--- config.mk ---
export PLATFORM = sky130hd
export DESIGN_NAME = itrf_regfront
export DESIGN_NICKNAME = d
export VERILOG_FILES = /design/src/rtl/itrf_pkg.sv /design/src/rtl/itrf_decode.sv /design/src/rtl/itrf_idrom.sv /design/src/rtl/itrf_align.sv /design/src/rtl/itrf_regfront.sv
export SDC_FILE = /design/constraint.sdc
export NUM_CORES = 1
export LEC_CHECK = 0
export ABC_AREA = 1
export BUFFER_PORTS_ARGS = -buffer_cell sky130_fd_sc_hd__buf_4
export CAP_MARGIN = 40
export CORE_MARGIN = 8
export CORE_UTILIZATION = 30
export DETAILED_ROUTE_END_ITERATION = 10
export PLACE_DENSITY = 0.63
export SYNTH_ARGS = -nofsm -noshare
export SYNTH_HDL_FRONTEND = slang
export SYNTH_HIERARCHICAL = 1
export SYNTH_SLANG_ARGS = --single-unit
export TNS_END_PERCENT = 5
--- constraint.sdc ---
create_clock -name clk -period 1.7 [get_ports clk]
set_input_delay 0.085 -clock clk [delete_from_list [all_inputs] [get_ports clk]]
set_output_delay 0.085 -clock clk [all_outputs]
set_load 0.01 [all_outputs]
--- src/rtl/itrf_pkg.sv ---
package itrf_pkg;

    typedef enum logic [2:0] {
        RG_NONE,
        RG_CTRL,
        RG_IIDR,
        RG_TYPER,
        RG_IDB
    } itrf_region_e;

    localparam logic [15:0] OFS_CTRL  = 16'h0000;
    localparam logic [15:0] OFS_IIDR  = 16'h0004;
    localparam logic [15:0] OFS_TYPER = 16'h0008;
    localparam logic [15:0] OFS_IDB   = 16'hFFD0;

    typedef struct packed {
        logic        en;
        logic        rvalid;
        logic [63:0] rdata;
    } itrf_state_t;

    // Byte mask for an access size code: 1, 2, 4 or 8 bytes.
    function automatic logic [63:0] itrf_size_mask(input logic [1:0] sz);
        logic [63:0] m;
        case (sz)
            2'd0:    m = 64'h0000_0000_0000_00FF;
            2'd1:    m = 64'h0000_0000_0000_FFFF;
            2'd2:    m = 64'h0000_0000_FFFF_FFFF;
            default: m = 64'hFFFF_FFFF_FFFF_FFFF;
        endcase
        return m;
    endfunction

endpackage

--- src/rtl/itrf_decode.sv ---
module itrf_decode
    import itrf_pkg::*;
#(
    parameter int ADDR_W = 16
) (
    input  logic [ADDR_W-1:0] addr,
    output itrf_region_e      region,
    output logic [2:0]        boff,
    output logic [3:0]        id_idx
);

    localparam logic [ADDR_W-1:0] A_CTRL  = ADDR_W'(OFS_CTRL);
    localparam logic [ADDR_W-1:0] A_IIDR  = ADDR_W'(OFS_IIDR);
    localparam logic [ADDR_W-1:0] A_TYPER = ADDR_W'(OFS_TYPER);
    localparam logic [ADDR_W-1:0] A_IDB   = ADDR_W'(OFS_IDB);

    logic [ADDR_W-1:0] id_rel;

    always_comb begin
        region = RG_NONE;
        boff   = {1'b0, addr[1:0]};
        id_rel = addr - A_IDB;
        id_idx = id_rel[5:2];
        if (addr[ADDR_W-1:2] == A_CTRL[ADDR_W-1:2]) begin
            region = RG_CTRL;
        end else if (addr[ADDR_W-1:2] == A_IIDR[ADDR_W-1:2]) begin
            region = RG_IIDR;
        end else if (addr[ADDR_W-1:3] == A_TYPER[ADDR_W-1:3]) begin
            region = RG_TYPER;
            boff   = addr[2:0];
        end else if (addr >= A_IDB) begin
            region = RG_IDB;
        end
    end

endmodule

--- src/rtl/itrf_idrom.sv ---
module itrf_idrom #(
    parameter logic [7:0] PART2_VAL = 8'h30,
    parameter int         N_WORDS   = 12
) (
    input  logic [3:0]  idx,
    output logic [31:0] val
);

    function automatic logic [7:0] id_byte(input int i);
        logic [7:0] b;
        case (i)
            0:       b = 8'h40;       // page size word
            6:       b = PART2_VAL;   // architecture revision word
            8:       b = 8'h0D;
            9:       b = 8'hF0;
            10:      b = 8'h05;
            11:      b = 8'hB1;
            default: b = 8'h00;
        endcase
        return b;
    endfunction

    logic [31:0] rom [N_WORDS];

    generate
        for (genvar g = 0; g < N_WORDS; g++) begin : g_ent
            assign rom[g] = {24'h0, id_byte(g)};
        end
    endgenerate

    always_comb begin
        val = '0;
        for (int k = 0; k < N_WORDS; k++) begin
            if (idx == 4'(k)) val = rom[k];
        end
    end

endmodule

--- src/rtl/itrf_align.sv ---
module itrf_align
    import itrf_pkg::*;
(
    input  logic [63:0] val,
    input  logic [2:0]  boff,
    input  logic [1:0]  size,
    output logic [63:0] out
);

    assign out = (val >> {boff, 3'b000}) & itrf_size_mask(size);

endmodule

--- src/rtl/itrf_regfront.sv ---
module itrf_regfront
    import itrf_pkg::*;
#(
    parameter int          ADDR_W     = 16,
    parameter int          PTR_W      = 15,
    parameter logic [7:0]  PRODUCT_ID = 8'h4B,
    parameter logic [11:0] IMPL_ID    = 12'h43B,
    parameter logic [4:0]  ID_BITS    = 5'h0F,
    parameter logic [4:0]  DEV_BITS   = 5'h0F,
    parameter logic [7:0]  HW_COLL    = 8'hFF,
    parameter logic [7:0]  PART2_VAL  = 8'h30
) (
    input  logic              clk,
    input  logic              rst,
    input  logic              acc_valid,
    input  logic              acc_write,
    input  logic [ADDR_W-1:0] acc_addr,
    input  logic [1:0]        acc_size,
    input  logic [63:0]       acc_wdata,
    input  logic [PTR_W-1:0]  eng_rptr,
    input  logic [PTR_W-1:0]  eng_wptr,
    input  logic              eng_fetch_busy,
    output logic              rd_valid,
    output logic [63:0]       rd_data,
    output logic              its_enable
);

    localparam logic [63:0] TYPER_VAL = 64'(1)
                                      | (64'(ID_BITS)  << 8)
                                      | (64'(DEV_BITS) << 13)
                                      | (64'(HW_COLL)  << 24);
    localparam logic [31:0] IIDR_VAL  = {PRODUCT_ID, 12'h000, IMPL_ID};

    itrf_state_t  st_d, st_q;
    itrf_region_e region;
    logic [2:0]   boff;
    logic [3:0]   id_idx;
    logic [31:0]  id_val;
    logic [63:0]  reg_val;
    logic [63:0]  aligned;
    logic         quiet;
    logic         ctrl_wr;

    itrf_decode #(.ADDR_W(ADDR_W)) i_decode (
        .addr   (acc_addr),
        .region (region),
        .boff   (boff),
        .id_idx (id_idx)
    );

    itrf_idrom #(.PART2_VAL(PART2_VAL)) i_idrom (
        .idx (id_idx),
        .val (id_val)
    );

    itrf_align i_align (
        .val  (reg_val),
        .boff (boff),
        .size (acc_size),
        .out  (aligned)
    );

    always_comb begin
        quiet   = (eng_rptr == eng_wptr) && !eng_fetch_busy;
        ctrl_wr = acc_valid && acc_write && (acc_addr == '0);
        case (region)
            RG_CTRL:  reg_val = {32'h0, quiet, 30'h0, st_q.en};
            RG_IIDR:  reg_val = {32'h0, IIDR_VAL};
            RG_TYPER: reg_val = TYPER_VAL;
            RG_IDB:   reg_val = {32'h0, id_val};
            default:  reg_val = '0;
        endcase

        st_d        = st_q;
        st_d.rvalid = acc_valid && !acc_write;
        st_d.rdata  = (acc_valid && !acc_write) ? aligned : '0;
        if (ctrl_wr) st_d.en = acc_wdata[0];
    end

    always_ff @(posedge clk) begin
        if (rst) st_q <= '0;
        else     st_q <= st_d;
    end

    assign rd_valid   = st_q.rvalid;
    assign rd_data    = st_q.rdata;
    assign its_enable = st_q.en;

endmodule

==> Word-level counts from Yosys, hierarchy flattened <==
Cells that the tools add are included.
{ "totals": {"ff_bits": 66, "wordCells": 60, "output_inout_bits": 66} }
{ "classes": {"addsub": 1, "n_reduce_logical": 11, "eq_ne": 20, "n_lt_le_gt_ge": 1, "muxes": 21, "shift": 1, "bitwise": 2} }
{ "ops": {"columns": ["op", "n"], "rows": [
  ["64-bit one-hot mux with 3 select lines", 1],
  ["32-bit one-hot mux with 4 select lines", 1],
  ["64-bit bitwise AND", 1],
  ["32-bit by 6-bit right shift with 64-bit output", 1],
  ["7-bit two-way mux", 9],
  ["8-bit two-way mux", 3],
  ["3-bit two-way mux", 7],
  ["4-bit by 3-bit == test with 1-bit output, second input constant", 4],
  ["4-bit == test, second input constant", 4],
  ["16-bit >= comparator, second input constant", 1],
  ["16-bit logical NOT", 1],
  ["15-bit == test", 1],
  ["14-bit by 1-bit == test with 1-bit output, second input constant", 1],
  ["14-bit logical NOT", 1],
  ["13-bit by 1-bit == test with 1-bit output, second input constant", 1],
  ["4-bit by 2-bit == test with 1-bit output, second input constant", 2],
  ["3-bit by 2-bit == test with 1-bit output, second input constant", 2],
  ["6-bit by 5-bit subtractor with 6-bit output, second input constant", 1],
  ["4-bit by 1-bit == test with 1-bit output, second input constant", 1],
  ["1-bit logical AND", 4],
  ["4-bit logical NOT", 1],
  ["3-bit by 1-bit == test with 1-bit output, second input constant", 1],
  ["3-bit == test, second input constant", 1],
  ["2-bit by 1-bit == test with 1-bit output, second input constant", 1],
  ["5 further kinds", 6]
]} }

==> Logic depth before layout (Yosys ltp) <==
Gate-level depths: netlist of the first run.
{ "logic_depth": {"word_depth": 17, "ltp_mapped": 22, "mapped_depth_nobuf": 22} }

==> Modules after synthesis <==
Netlist of the first run, hierarchy kept.
{ "by_module_without_submodules": {"columns": ["mod", "instances", "cells_each", "area_each_um2", "seq_area_each_um2"], "rows": [
  ["itrf_regfront", 1, 391, 2637.5, 1321.3],
  ["itrf_align", 1, 493, 2170.8, 0.0],
  ["itrf_idrom", 1, 49, 286.5, 0.0],
  ["itrf_decode", 1, 46, 251.5, 0.0]
]} }

==> Worst setup path before layout of the first run <==
OpenSTA, ideal clock, no wires.
{ "synth_path": {"path_type": "input to register", "startpoint": "in acc_addr[15]", "endpoint": "reg st_q, in the netlist rd_data[15]", "path_buffers": 0, "path_slack_ns": 0.016, "stages": 20, "arrival_time_ns": 1.620, "cell_sequence": "or2_4 -> nor2_4 -> nand3_2 -> nand2_1 -> inv_1 -> nor2_1 -> nand2_1 -> nor2_1 -> nand2_1 -> nor2_1 -> nand2_1 -> nand2_1 -> inv_1 -> nand2_1 -> nand3_1 -> nand2_1 -> nor2_1 -> nor2_1 -> inv_1 -> nor2_1"} }
{ "synth_via": {"elab_cells_between_ends": 18, "cone_classes": "order compare: 1; eq/ne: 6; shift: 1; mux: 8; bitwise: 1; reduce/logical: 1"} }
{ "synth_rtl": {"columns": ["element", "line_no", "text"], "rows": [
  ["from (decl)", "itrf_regfront.sv:17", "input logic [ADDR_W-1:0] acc_addr,"],
  ["13-bit by 1-bit == test with 1-bit output", "itrf_decode.sv:28", "end else if (addr[ADDR_W-1:3] == A_TYPER[ADDR_W-1:3]) begin"],
  ["3-bit two-way mux", "itrf_decode.sv:28", null],
  ["3-bit two-way mux", "itrf_decode.sv:26", "end else if (addr[ADDR_W-1:2] == A_IIDR[ADDR_W-1:2]) begin"],
  ["3-bit two-way mux (*)", "itrf_decode.sv:24", "if (addr[ADDR_W-1:2] == A_CTRL[ADDR_W-1:2]) begin"],
  ["via region[0]", "itrf_regfront.sv:35", "itrf_region_e region;"],
  ["3-bit == test, or another cell as far along", "itrf_regfront.sv:66", "case (region)"],
  ["32-bit one-hot mux with 4 select lines (*)", "itrf_regfront.sv:66", null],
  ["via reg_val[31]", "itrf_regfront.sv:39", "logic [63:0] reg_val;"],
  ["32-bit by 6-bit right shift with 64-bit output (*)", "itrf_align.sv:10", "assign out = (val >> {boff, 3'b000}) & itrf_size_mask(size);"],
  ["64-bit bitwise AND (*)", "itrf_align.sv:10", null],
  ["via aligned[15]", "itrf_regfront.sv:40", "logic [63:0] aligned;"],
  ["to (signal assigned)", "itrf_regfront.sv:82", "else st_q <= st_d;"],
  ["to (decl)", "itrf_regfront.sv:34", "itrf_state_t st_d, st_q;"]
]} }
The timed path passes the listed nets; every way through them passes the cells marked *.
A chain may end at the register's enable or synchronous reset.

==> Worst setup path in the final report of the first run <==
{ "layout_path": {"startpoint": "in acc_addr[15]", "endpoint": "reg st_q, in the netlist rd_data[20]"} }
Same word-level chain as after synthesis.

==> results of run 1 <==
[power breakdown]
| part | switching, mW | internal, mW | leakage, nW | total (mW) |
|---|---|---|---|---|
| clock network | 0.645 | 1.14 | 0.141 | 1.78 |
| logic | 0.498 | 0.332 | 3.09 | 0.830 |
| registers | 0.00722 | 1.57 | 0.533 | 1.58 |
| total | 1.15 | 3.04 | 3.76 | 4.19 |
[tightest hold or removal path, delay by kind of cell]
family                 cells  cell delay, ns
and+or+nand+nor            3            0.22
buffers and inverters      2            0.10
[synth_stat cells, types with 2 or more instances]
cell        n  share of area
clkbuf_1   11         0.0077
nor2_2      3         0.0035
ha_1        3         0.0070
nand4_1     4         0.0047
conb_1      2         0.0014
buf_1       4         0.0028
and2_1      2         0.0023
nor2_1    170           0.12
o21ai_0    21          0.020
a21oi_1    17          0.016
inv_1     163           0.11
buf_4      34          0.048
o211ai_1   22          0.031
inv_2       7         0.0049
buf_2      23          0.022
nor3_1      8         0.0075
nand3_1   101          0.095
o21ai_1     6         0.0056
dfxtp_1    66           0.25
nand2_1   293           0.21
buf_6      11          0.023
[per-layer routing]
| layer | track usage | part of all wire | vias up |
|---|---|---|---|
| met5 | 0 | 0 | - |
| met4 | 0.0369 | 0.012 | 0 |
| met3 | 0.0435 | 0.062 | 16 |
| met2 | 0.230 | 0.45 | 115 |
| met1 | 0.182 | 0.48 | 2472 |
| li1 | - | - | 3207 |
[logic make-up (layout without fill, tap and decap cells)]
logic type / Yosys count / count (layout) / synth area share
compound gates: 66 / 66 / 0.0721
fa+ha+maj: 3 / 3 / 0.00702
buf+inv: 253 / 360 / 0.222
flops: 66 / 66 / 0.247
other cells: 2 / 95 / 0.00140
simple gates: 589 / 589 / 0.450
[area by class of cell]
type | count | area (um^2) | area share
clock inverter | 1 | 7.51 | 0.00105
clock buffer | 14 | 284 | 0.0396
timing repair buffer | 175 | 1370 | 0.191
multi-input combinational | 753 | 3260 | 0.454
inverter | 170 | 643 | 0.0896
sequential | 66 | 1320 | 0.184
tap | 229 | 287 | 0.0399
[per-stage QoR]
step / total power, mW / utilization / instance area, um^2
after detailed placement: 2.41 / 0.380 / 6730
final: 4.19 / 0.405 / 7180
after global routing: 4.44 / 0.405 / 7180
after CTS: 4.22 / 0.398 / 7050
after floorplan: 2.20 / - / 5700
after global placement: 2.40 / 0.379 / 6710
[sequential cells by signal (all words and copies together) (netlist names)]
signal / flops
rd_valid: 1
rd_data: 64
its_enable: 1
[path summary, 6_finish.rpt]
check,to,from,cells after the start,slack (ns)
max,rd_data[20],acc_addr[15],13,0.08
min,its_enable,acc_wdata[0],5,0.1
max reg2reg,rd_data[0],its_enable,8,0.58
min reg2reg,its_enable,its_enable,4,0.57
[what timing repair did]
item	CTS	global route
hold buffers	3	0
resized for setup	0	29
buffers inserted	0	4
endpoints found under the setup margin	0	32
endpoints found under the hold margin	2	0
==> results.md, run 1 <==
* Worst Hold Margin at 0.0964 ns
* Largest net degree at the start of global routing at 66
* Place WS at -0.355 ns
* Synth Flop Type: dfxtp_1
* Max Clk Rate at 0.618 GHz
* Placeable Area at 17700 um^2
* Post-route ant nets at 0
* Setup tns final at 0 ns
* Post-synth EDFFs at 0
* Initial antenna violation count at 0
* Final WL at 15600 um
* Lkg Pwr at 3.76 nW
* Tcrit/Tclk final at 0.952
* CP peak stage delay at 0.32 ns
* Clk_skew at 0.00415 ns
* Ports at 183
* Die Y at 149 um
* HP Class: primary input to flip-flop
* Die Wd at 149 um
* Register area share after synthesis at 0.247
* DP HPWL at 12100 um
* Syn Inst Count at 979
* Worst slew margin at 0.526
* Pre-Repair DR Iteration Count at 5
* Vias/cell at 4.13
* Pwr Density at 583 nW/um^2
* CP arrival at 1.89 ns
* Max IR drop VDD at 519 uV
* Critical path's slowest cell: and3_1
* CTS max path bufs at 2
* DR WL/cell at 11.1 um
* Req. time, crit path at 1.97 ns
* Final Hold Fails at 0
* Layout cells sized above 1 at 0.187
* GRT Util Overall at 0.143
* Netlist cell types at 29
* Synth async-reset ratio at 0
* H-tree levels at 3
* DRC violations left at 0
* Reg clk slew, reported paths at 0.05 ns
* Port-buffer cells at 119
* Vias in the first global route at 5475
* Nets@finish at 1295
* Setup-failing EPs final at 0
* FP Rows at 49
* Clock Latency Late Sink at 0.34 ns
* Mapped Area at 5350 um^2
* Critical path launch point type: primary input
* Total number of yosys warnings at 6
* CP cell instances: buf_4 > or2_4 > nor2_4 > and3_1 > nand2_2 > buf_2 > nand2_1 > nand2_1 > nand3_1 > nand3_1 > a21oi_2 > inv_1 > nor2_1
* Final count of pins violating max slew at 0
* Register bit total from synthesis at 66
* First-pass GRT wire length at 25800 um
* Period minus WS final at 1.62 ns
* Non-Filler Instances at 1408
* # diodes at 0
* Most common cell after layout, fill and taps aside: nand2_1
* DIE AREA at 22300 um^2
* Gr ovfl total at 0
* Crit Path Category: primary input to flip-flop
* Post-synthesis area per instance at 5.46 um^2
* Worst path bufs/invs at 3
* Cts bufs inserted at 9
* DRT iter0 DRCs at 305
* Max_cap viols at 0
* Final WS setup at 0.0813 ns
* Clock Sinks at 66
* CP top delay family: simple AND/OR/NAND/NOR gates
* GPL Wtd Cong at 0.823
* Area growth syn-to-layout at 34.2%
* Crit. End Element: flip-flop
* CTS tree: done
* Placed Instances at 1384
* FILL cells at 1975
* Status: complete, no violations
* Vias at 5810
* Crit path max fanout at 5
* Slew @ Worst Pin at 0.711 ns
* RSZ-0062 raised after global routing: yes
* Most frequent cells in the layout: 287 x nand2_1, 164 x nor2_1, 164 x buf_4, 161 x inv_1, 99 x nand3_1
* Root buffer cell: clkbuf_16
* Initial Utilization at 0.302
Power figures use the tool's default switching activity.
==> inputs of run 2 (changes only) <==
--- a/config.mk
+++ b/config.mk
@@ -11,7 +11,7 @@
 export CORE_MARGIN = 8
 export CORE_UTILIZATION = 30
 export DETAILED_ROUTE_END_ITERATION = 10
-export PLACE_DENSITY = 0.63
+export PLACE_DENSITY = 0.61
 export SYNTH_ARGS = -nofsm -noshare
 export SYNTH_HDL_FRONTEND = slang
 export SYNTH_HIERARCHICAL = 1
==> constraint.sdc (replaced) <==
create_clock -name clk -period 2 [get_ports clk]
set_input_delay 0.1 -clock clk [delete_from_list [all_inputs] [get_ports clk]]
set_output_delay 0.1 -clock clk [all_outputs]
set_load 0.01 [all_outputs]
==> run 2 against run 1 <==
Non-clock buffer count down 16. First-iteration DRC count up 19%. Critical path type unchanged. Critical path depth rose by 5. Register-to-register slack improved by 0.24 ns. Final area decreased by 1.9%. Largest power group unchanged. Routed wire length decreased by 2.2%. Highest routed layer unchanged. Clock power fell by 3%. Global-route usage down 0.25 points. Sequential cell count unchanged. Worst hold slack got worse by 0.0094 ns. Critical endpoint is now rd_data[19].
==> results.md, run 2 (synthesized netlist as in run 1, its figures left out) <==
* GPL Wtd Cong at 0.809
* Max FFs per register at 64
* Initial Utilization at 0.302
* FP Rows at 49
* Clk_skew at 0.00364 ns
* GRT Util Overall at 0.140
* First-pass GRT wire length at 25500 um
* CTS max path bufs at 2
* DRC violations left at 0
* Sw Pwr at 1.02 mW
* Layout cells sized above 1 at 0.166
* CP peak stage delay at 0.22 ns
* Crit path max fanout at 6
* Period minus WS final at 1.73 ns
* Tcrit/Tclk final at 0.867
* Status: complete, no violations
* Hold Path Cell Cnt at 5
* FF-to-FF path depth at 8
* Nets@finish at 1279
* Setup-failing EPs final at 0
* DR WL/cell at 11.0 um
* CP dominant cell by count: nand2_1
* Crit Path Category: primary input to flip-flop
* Clock Power Share at 0.458
* Die Y at 149 um
* Gr ovfl total at 0
* # diodes at 0
* Critical path launch point type: primary input
* Internal at 2.73 mW
* CTS tree: done
* Worst reg2reg endpoint: rd_data[0]
* Setup Buffers After CTS at 0
* Gate power share at 0.185
* Clock Sinks at 66
* Setup slack, reg-to-reg at 0.82 ns
* Seq pwr share at 0.357
* Final WS setup at 0.266 ns
* Ports at 183
* Worst setup startpoint: acc_addr[4]
* Slew @ Worst Pin at 0.716 ns
* Area growth syn-to-layout at 31.7%
* Worst Hold Margin at 0.0869 ns
* HP Class: primary input to flip-flop
* Req. time, crit path at 2.22 ns
* Largest net degree at the start of global routing at 66
* Hold path start: acc_wdata[0]
* DIE AREA at 22300 um^2
* Die Wd at 149 um
* Crit. End Element: flip-flop
* Lkg Pwr at 3.70 nW
* Max IR drop VDD at 431 uV
* Pwr Density at 532 nW/um^2
* Vias/cell at 4.19
* DP HPWL at 11700 um
* Max_cap viols at 0
* Post-route ant nets at 0
* Cts bufs inserted at 9
* Worst slew margin at 0.522
* Final count of pins violating max slew at 0
* Max Clk Rate at 0.577 GHz
* Switching power share of the total at 0.272
* Most common cell after layout, fill and taps aside: nand2_1
* Worst reg2reg startpoint: its_enable
* Pre-Repair DR Iteration Count at 5
* CP arrival at 1.95 ns
* Most frequent cells in the layout: 292 x nand2_1, 168 x nor2_1, 163 x inv_1, 151 x buf_4, 101 x nand3_1
* Critical path's slowest cell: nand2_1
* Reg clk slew, reported paths at 0.05 ns
* Final Hold Fails at 0
* DRT iter0 DRCs at 362
* Place WS at -0.174 ns
* Root buffer cell: clkbuf_16
* CP cell instances: buf_4 > inv_2 > buf_4 > ha_1 > inv_2 > nor2_1 > nor2_2 > inv_1 > nand2_1 > nand2_1 > nand2_1 > o21ai_0 > nand2_1 > nand2_1 > nor2_1 > nor2_1 > inv_1 > nor2_1
* Placeable Area at 17700 um^2
* Worst min-delay path endpoint: its_enable
* Final WL at 15300 um
* Clock Latency Late Sink at 0.34 ns
* Port-buffer cells at 119
* Vias at 5842
* Initial antenna violation count at 0
* H-tree levels at 3
* Vias in the first global route at 5372
## run 2: cell types whose count changed in the layout (fill, tap and decap cells not counted), sizes merged
| cell | delta |
|---|---|
| inv | +1 |
| clkinv | +1 |
| bufinv | +2 |
| clkbuf | -4 |
| buf | -16 |
| clkinvlp | +1 |
## run 2: power groups by stage
stage,sequential (mW),combinational [mW],clock (mW)
6_report,1.34,0.694,1.72
5_1_grt,1.34,0.802,1.81
4_1_cts,1.34,0.680,1.77
3_5_place_dp,1.37,0.675,0
3_3_place_gp,1.37,0.670,0
2_1_floorplan,1.37,0.497,0
## run 2: metal layers
metal | part of all wire | vias to the layer above | global-route usage
met2 | 0.44 | 148 | 0.224
met4 | 0.014 | 0 | 0.0449
met3 | 0.066 | 15 | 0.0354
met5 | 0 | - | 0
li1 | - | 3175 | -
met1 | 0.48 | 2504 | 0.181
## run 2: what timing repair did
action / 4_1_cts / 5_1_grt
hold buffers: 3 / 0
gates resized for setup: 0 / 6
endpoints found under the hold margin: 2 / 0
endpoints found under the setup margin: 0 / 6
## run 2: area by class of cell
class | instances | area [um^2]
Multi-Input combinational cell | 753 | 3200
Tap cell | 229 | 287
Timing Repair Buffer | 159 | 1260
Fill cell | 1951 | 10700
Sequential cell | 66 | 1320
Inverter | 170 | 638
Clock inverter | 6 | 88.8
Clock buffer | 10 | 239
## run 2: through the flow
stage               instance area [um^2]  power [mW]  utilization  setup TNS, ns  instances
finish                              7040        3.75        0.397              0       1393
detailed placement                  6670        2.04        0.376          -1.38       1374
CTS                                 7020        3.79        0.396              0       1393
global placement                    6670        2.04        0.376         -0.732       1374
floorplan                           5700        1.87            -              0       1072
global route                        7040        3.95        0.397       -0.00888       1393
## run 2: worst max-delay path by stage
stage                              to  slack, ns  depth (start not counted)
final                     rd_data[19]       0.27                         18
after detailed placement  rd_data[15]      -0.17                         21
after floorplan           rd_data[15]       0.30                         20
after CTS                 rd_data[23]       0.18                         21
after global routing      rd_data[15]     -0.005                         23
after global placement    rd_data[15]      -0.15                         23
## run 2: critical path: cells and delay by family
kind	cells	cell delay [ns]
buffers and inverters	6	0.44
AO/OA/AOI/OAI	1	0.15
AND/OR/NAND/NOR	10	1.06
adder cells (fa/ha/maj)	1	0.20
